[src/rtl/pcm_rd_pkg.sv]
package pcm_rd_pkg;

   typedef enum logic [1:0] {
      HWY_24  = 2'd0,
      HWY_32  = 2'd1,
      HWY_64  = 2'd2,
      HWY_128 = 2'd3
   } hwy_fmt_e;

   // slots per frame for each highway class
   function automatic int unsigned slots_of(hwy_fmt_e f);
      case (f)
         HWY_24:  return 24;
         HWY_32:  return 32;
         HWY_64:  return 64;
         default: return 128;
      endcase
   endfunction

endpackage

[src/rtl/pcm_rd_period.sv]
module pcm_rd_period #(
   parameter int CNT_W = 11
) (
   input  logic             clk,
   input  logic             rst_n,
   input  logic             fsync,
   output logic             stb,
   output logic             sat,
   output logic [CNT_W-1:0] period
);
   localparam logic [CNT_W-1:0] CNT_MAX = '1;

   logic             fs_q;
   logic [CNT_W-1:0] cnt;

   always_ff @(posedge clk or negedge rst_n) begin
      if (!rst_n) fs_q <= 1'b0;
      else        fs_q <= fsync;
   end

   assign stb = fsync & ~fs_q;
   assign sat = (cnt == CNT_MAX) & ~stb;

   // cnt equals the elapsed period on the edge that sees the next rise
   always_ff @(posedge clk or negedge rst_n) begin
      if (!rst_n)              cnt <= '0;
      else if (stb)            cnt <= CNT_W'(1);
      else if (cnt != CNT_MAX) cnt <= cnt + 1'b1;
   end

   assign period = cnt;
endmodule

[src/rtl/pcm_rd_classify.sv]
module pcm_rd_classify
   import pcm_rd_pkg::*;
#(
   parameter int CNT_W         = 11,
   parameter int BITS_PER_SLOT = 8,
   parameter bit ACCEPT_FBIT   = 1'b1
) (
   input  logic [CNT_W-1:0] period,
   output logic             valid,
   output hwy_fmt_e         cls
);
   localparam logic [CNT_W-1:0] LEN_24  = CNT_W'(24  * BITS_PER_SLOT);
   localparam logic [CNT_W-1:0] LEN_32  = CNT_W'(32  * BITS_PER_SLOT);
   localparam logic [CNT_W-1:0] LEN_64  = CNT_W'(64  * BITS_PER_SLOT);
   localparam logic [CNT_W-1:0] LEN_128 = CNT_W'(128 * BITS_PER_SLOT);

   logic is_24;

   generate
      if (ACCEPT_FBIT) begin : g_fbit
         // a framing bit stretches the 24-slot frame by one clock
         assign is_24 = (period == LEN_24) || (period == LEN_24 + 1'b1);
      end else begin : g_plain
         assign is_24 = (period == LEN_24);
      end
   endgenerate

   always_comb begin
      valid = 1'b1;
      cls   = HWY_32;
      if (is_24)                  cls = HWY_24;
      else if (period == LEN_32)  cls = HWY_32;
      else if (period == LEN_64)  cls = HWY_64;
      else if (period == LEN_128) cls = HWY_128;
      else                        valid = 1'b0;
   end
endmodule

[src/rtl/pcm_rd_lock.sv]
module pcm_rd_lock
   import pcm_rd_pkg::*;
(
   input  logic     clk,
   input  logic     rst_n,
   input  logic     stb,
   input  logic     sat,
   input  logic     valid,
   input  hwy_fmt_e cls,
   output logic     locked,
   output hwy_fmt_e fmt
);
   logic     armed;
   logic     prev_ok;
   logic     miss;
   hwy_fmt_e prev_cls;

   always_ff @(posedge clk or negedge rst_n) begin
      if (!rst_n) begin
         armed    <= 1'b0;
         prev_ok  <= 1'b0;
         miss     <= 1'b0;
         prev_cls <= HWY_32;
         locked   <= 1'b0;
         fmt      <= HWY_32;
      end else if (stb) begin
         if (!armed) begin
            armed <= 1'b1;
         end else if (!valid) begin
            locked  <= 1'b0;
            prev_ok <= 1'b0;
            miss    <= 1'b0;
         end else begin
            prev_cls <= cls;
            prev_ok  <= 1'b1;
            if (!locked) begin
               if (prev_ok && (prev_cls == cls)) begin
                  locked <= 1'b1;
                  fmt    <= cls;
                  miss   <= 1'b0;
               end
            end else if (cls == fmt) begin
               miss <= 1'b0;
            end else if (miss) begin
               locked <= 1'b0;
               miss   <= 1'b0;
            end else begin
               miss <= 1'b1;
            end
         end
      end else if (sat) begin
         locked  <= 1'b0;
         armed   <= 1'b0;
         prev_ok <= 1'b0;
         miss    <= 1'b0;
      end
   end
endmodule

[src/rtl/pcm_rate_detect.sv]
module pcm_rate_detect
   import pcm_rd_pkg::*;
#(
   parameter int BITS_PER_SLOT = 8,
   parameter int CNT_W         = 11,
   parameter int SLOT_W        = 8,
   parameter bit ACCEPT_FBIT   = 1'b1
) (
   input  logic              bclk,
   input  logic              rst_n,
   input  logic              fsync,
   output logic [1:0]        fmt_code,
   output logic [SLOT_W-1:0] slot_count,
   output logic              locked
);
   localparam int LONGEST = 128 * BITS_PER_SLOT;

   generate
      if ((2 ** CNT_W) - 1 <= LONGEST + 1) begin : g_bad_cnt
         $error("CNT_W too narrow for the longest frame");
      end
      if (SLOT_W < 8) begin : g_bad_slot
         $error("SLOT_W cannot hold 128");
      end
      if (BITS_PER_SLOT < 1) begin : g_bad_bits
         $error("BITS_PER_SLOT must be positive");
      end
   endgenerate

   logic             meas_stb;
   logic             cnt_sat;
   logic [CNT_W-1:0] period_cnt;
   logic             cls_valid;
   hwy_fmt_e         cls_now;
   hwy_fmt_e         fmt_q;

   pcm_rd_period #(.CNT_W(CNT_W)) u_period (
      .clk    (bclk),
      .rst_n  (rst_n),
      .fsync  (fsync),
      .stb    (meas_stb),
      .sat    (cnt_sat),
      .period (period_cnt)
   );

   pcm_rd_classify #(
      .CNT_W         (CNT_W),
      .BITS_PER_SLOT (BITS_PER_SLOT),
      .ACCEPT_FBIT   (ACCEPT_FBIT)
   ) u_classify (
      .period (period_cnt),
      .valid  (cls_valid),
      .cls    (cls_now)
   );

   pcm_rd_lock u_lock (
      .clk    (bclk),
      .rst_n  (rst_n),
      .stb    (meas_stb),
      .sat    (cnt_sat),
      .valid  (cls_valid),
      .cls    (cls_now),
      .locked (locked),
      .fmt    (fmt_q)
   );

   assign fmt_code   = fmt_q;
   assign slot_count = SLOT_W'(slots_of(fmt_q));
endmodule

[config.mk]
export PLATFORM = sky130hd
export DESIGN_NAME = pcm_rate_detect
export DESIGN_NICKNAME = d
export VERILOG_FILES = /design/src/rtl/pcm_rd_pkg.sv /design/src/rtl/pcm_rd_period.sv /design/src/rtl/pcm_rd_classify.sv /design/src/rtl/pcm_rd_lock.sv /design/src/rtl/pcm_rate_detect.sv
export SDC_FILE = /design/constraint.sdc
export NUM_CORES = 1
export LEC_CHECK = 0
export BUFFER_PORTS_ARGS = -buffer_cell sky130_fd_sc_hd__clkbuf_2
export CORE_MARGIN = 3
export CORE_UTILIZATION = 38
export DETAILED_ROUTE_END_ITERATION = 10
export PLACE_DENSITY = 0.63
export SYNTH_ARGS = -nofsm -noshare
export SYNTH_HDL_FRONTEND = slang
export SYNTH_HIERARCHICAL = 1
export SYNTH_SLANG_ARGS = --single-unit
[constraint.sdc]
create_clock -name bclk -period 2 [get_ports bclk]
set_input_delay 0.3 -clock bclk [delete_from_list [all_inputs] [get_ports bclk]]
set_output_delay 0.3 -clock bclk [all_outputs]
set_load 0.01 [all_outputs]
==> flow_summary_export.csv <==
group,metric,value,unit
floorplanning,start_util,41.3,%
sta,drv_slew,0,
setup_path,cp.arrival,2.20,ns
cells_and_area,final_cells,192,
clock_network,clk_latency,0.30,ns
route,detail-route-antenna-nets,0,
sta,fin_crit_sh,99.9,%
setup_path,critPathLaunchType,"flip-flop",
route,firstDrtPassIters,4,
grt,grt_max_degree,21,
placement,hpwlAfterDp,1.96,mm
yosys,syn_area,1190,um^2
setup_path,cp_num_buf_inv,0,
placement,dpl-instance-area,1410,um^2
floorplanning,pin_count,14,
min_path,hold_path_depth,1,
clock_network,htreeDepth,1,
yosys,synth_ff_type,"dfrtp_1",
cells_and_area,n_antenna_cell,0,
cells_and_area,utilization,52.7,%
yosys,yosysWarningCount,6,
placement,numPortBuffers,10,
sta,tns,0,ns
job,cap_violations,0,
floorplanning,rows,19,
cells_and_area,fillers,270,
clock_network,cts_tree,"yes",
placement,gp_congestion,0.819,
setup_path,reg2reg_slack,0.001,ns
clock_network,cts.sinks,20,
yosys,synth_seq_cells,20,
yosys,synthCells,119,
route,drtIter0Drc,31,
yosys,yosysSeqAreaShare,42.3,%
sta,hold_slack,0.113,ns
clock_network,clkTransAtPathRegs,0.12,ns
yosys,yosysTopAreaCell,"dfrtp_1",
min_path,min_from,"fsync",
grt,grt_usage,15.2,%
floorplanning,design.core.area,2880,um^2
floorplanning,die_h,61.9,um
clock_network,cts_root_buf,"clkbuf_4",
sta,finalSetupViolations,0,
yosys,yosysTopAreaCellShare,37.9,%
clock_network,cts_buffers,3,
cells_and_area,most-common-layout-cells,"buf_4 (18), dfrtp_1 (18), nor2_1 (10), clkbuf_2 (10), nand2_1 (8)",
route,drt-vias-per-instance,5.22,
sta,clock_skew,0.00319,ns
setup_path,r2r_start,"u_period/period[1]",
yosys,ys_types,45,
sta,rsz0062_at_grt,"yes",
setup_path,critPathMaxStageDelay,0.55,ns
setup_path,crit_chain,"nor3_2, nand2_1, or4_4, xnor2_4, nand4_4, mux2_4",
clock_network,cts_buffer_depth,2,
yosys,synth-edff-count,0,
sta,min_period,2.00,ns
cells_and_area,syn2layout_area_growth,27.5,%
sta,tightest_slew,0.519,ns
yosys,yosys-top-cells-area,"dfrtp_1 (38%), dfstp_2 (4.4%), xnor2_1 (4.4%)",
route,wl_per_cell,13.6,um
grt,grt_pass1_vias,1007,
pwr,power_density,711,nW/um^2
sta,fmax,500,MHz
route,drc_errors,0,
route,drt-total-wl,2.62,mm
setup_path,cp_slowest_cell,"or4_4",
min_path,hold_class,"in2reg",
placement,post-place-cells,186,
sta,slew_headroom,65.4,%
setup_path,required,2.20,ns
sta,finalHoldViolations,0,
setup_path,reg2reg_to,"u_lock/fmt[1]",
yosys,postSynth.asyncResetShare,100,%
grt,gr-total-overflow,0,
setup_path,end_kind,"flip-flop",
setup_path,reg2regPathDepth,6,
setup_path,cp_max_fo,4,
pwr,peakVddDrop,0.000419,V
min_path,whs_endpoint,"u_period/fs_q",
cells_and_area,drive_gt1_share,36.0,%
setup_path,path_class,"reg2reg",
cells_and_area,fin_nets,155,
grt,grt_pass1_wl,4.31,mm
route,vias,1003,
pwr,power.leakage,0.666,nW
yosys,syn_area_per_cell,9.99,um^2
cells_and_area,finalInstanceArea,1520,um^2
floorplanning,fp.dieW,61.9,um
run_status,status,"completed",
floorplanning,die_area,3840,um^2
grt,antenna_found_initial,0,
setup_path,crit_family,"simple AND/OR/NAND/NOR gates",
==> timing repair <==
action                                  in CTS  in global routing
hold buffers                                 1                  0
resized for setup                            4                  2
hold endpoints to repair                    18                  0
endpoints found under the setup margin       2                  4
pin swaps                                    2                  1
setup buffers                                1                  0
==> state kept, by name, summed over array words and instances, names as in the netlist <==
signal / count
u_lock/prev_cls: 2
u_lock/locked: 1
u_period/fs_q: 1
u_lock/armed: 1
u_lock/fmt: 2
u_lock/prev_ok: 1
u_lock/miss: 1
u_period/period: 11
==> routing by layer <==
metal | share of wire, % | vias up | global-route usage [%]
met5 | 0 | - | 0
met4 | 1.1 | 0 | 6.97
met3 | 3.0 | 4 | 2.27
met2 | 51 | 25 | 28.0
met1 | 44 | 479 | 17.1
li1 | - | 495 | -
==> worst max-delay path by stage <==
| stage | startpoint | endpoint | slack (ns) | depth (start not counted) |
|---|---|---|---|---|
| finish | u_period/period[1] | u_lock/fmt[1] | 0.001 | 6 |
| CTS | u_period/period[1] | u_lock/fmt[1] | -0.0004 | 6 |
| floorplan | u_period/period[9] | u_lock/fmt[1] | 0.006 | 6 |
| detailed placement | u_period/period[0] | u_lock/fmt[1] | -0.03 | 6 |
| global route | u_period/period[1] | u_lock/fmt[1] | -0.09 | 6 |
| global placement | u_period/period[1] | u_lock/fmt[1] | 0.05 | 6 |
==> cells in the mapped netlist (2+ instances only) <==
cell type and instances:
and2_2 2, inv_1 3, xor2_1 3, nand4b_1 2, dfstp_2 2, mux2_1 2
a211oi_1 3, nor2_1 10, a31oi_1 6, and4_1 2, dfrtp_1 18, and3_1 2
nand2_1 8, o21ai_0 6, mux2_2 2, buf_4 4, xnor2_1 6, nor2b_1 2
a21oi_1 4, nand3_1 4, mux2i_1 2, nor3_1 3
==> through the flow <==
stage | setup slack (ns) | power [mW]
4_1_cts | -0.000413 | 1.08
6_report | 0.00142 | 1.08
3_3_place_gp | 0.0515 | 0.700
3_5_place_dp | -0.0273 | 0.715
5_1_grt | -0.0886 | 1.13
2_1_floorplan | 0.00563 | 0.608
==> report_power, final <==
part | switching, mW | leakage [nW] | internal [mW] | total [mW]
Combinational | 0.144 | 0.380 | 0.131 | 0.275
Clock | 0.135 | 0.0279 | 0.202 | 0.337
Sequential | 0.0236 | 0.258 | 0.441 | 0.464
Total | 0.303 | 0.666 | 0.774 | 1.08
==> final cells by class <==
cell class / count / area [um^2] / share of cell area, %
well taps: 42 / 52.6 / 3.47
clock inverters: 1 / 30.0 / 1.98
multi-input cells: 93 / 697 / 46.0
clock buffers: 3 / 22.5 / 1.49
flip-flops and latches: 20 / 503 / 33.2
repair buffers: 29 / 195 / 12.9
inverters: 4 / 15.0 / 0.991
==> cells by family (layout without fill, tap and decap cells) <==
group / after synthesis / after routing / synth area share [%]
buffers and inverters: 8 / 37 / 3.79
adders and majority gates: 1 / 1 / 1.05
DFF: 20 / 20 / 42.3
other: 1 / 3 / 0.315
muxes: 6 / 6 / 5.47
and+or+nand+nor: 49 / 49 / 26.8
xor gates and xnor gates: 9 / 9 / 6.63
AOI/OAI and AO/OA: 25 / 25 / 13.6
No activity file was read; power rests on OpenSTA's default activity.
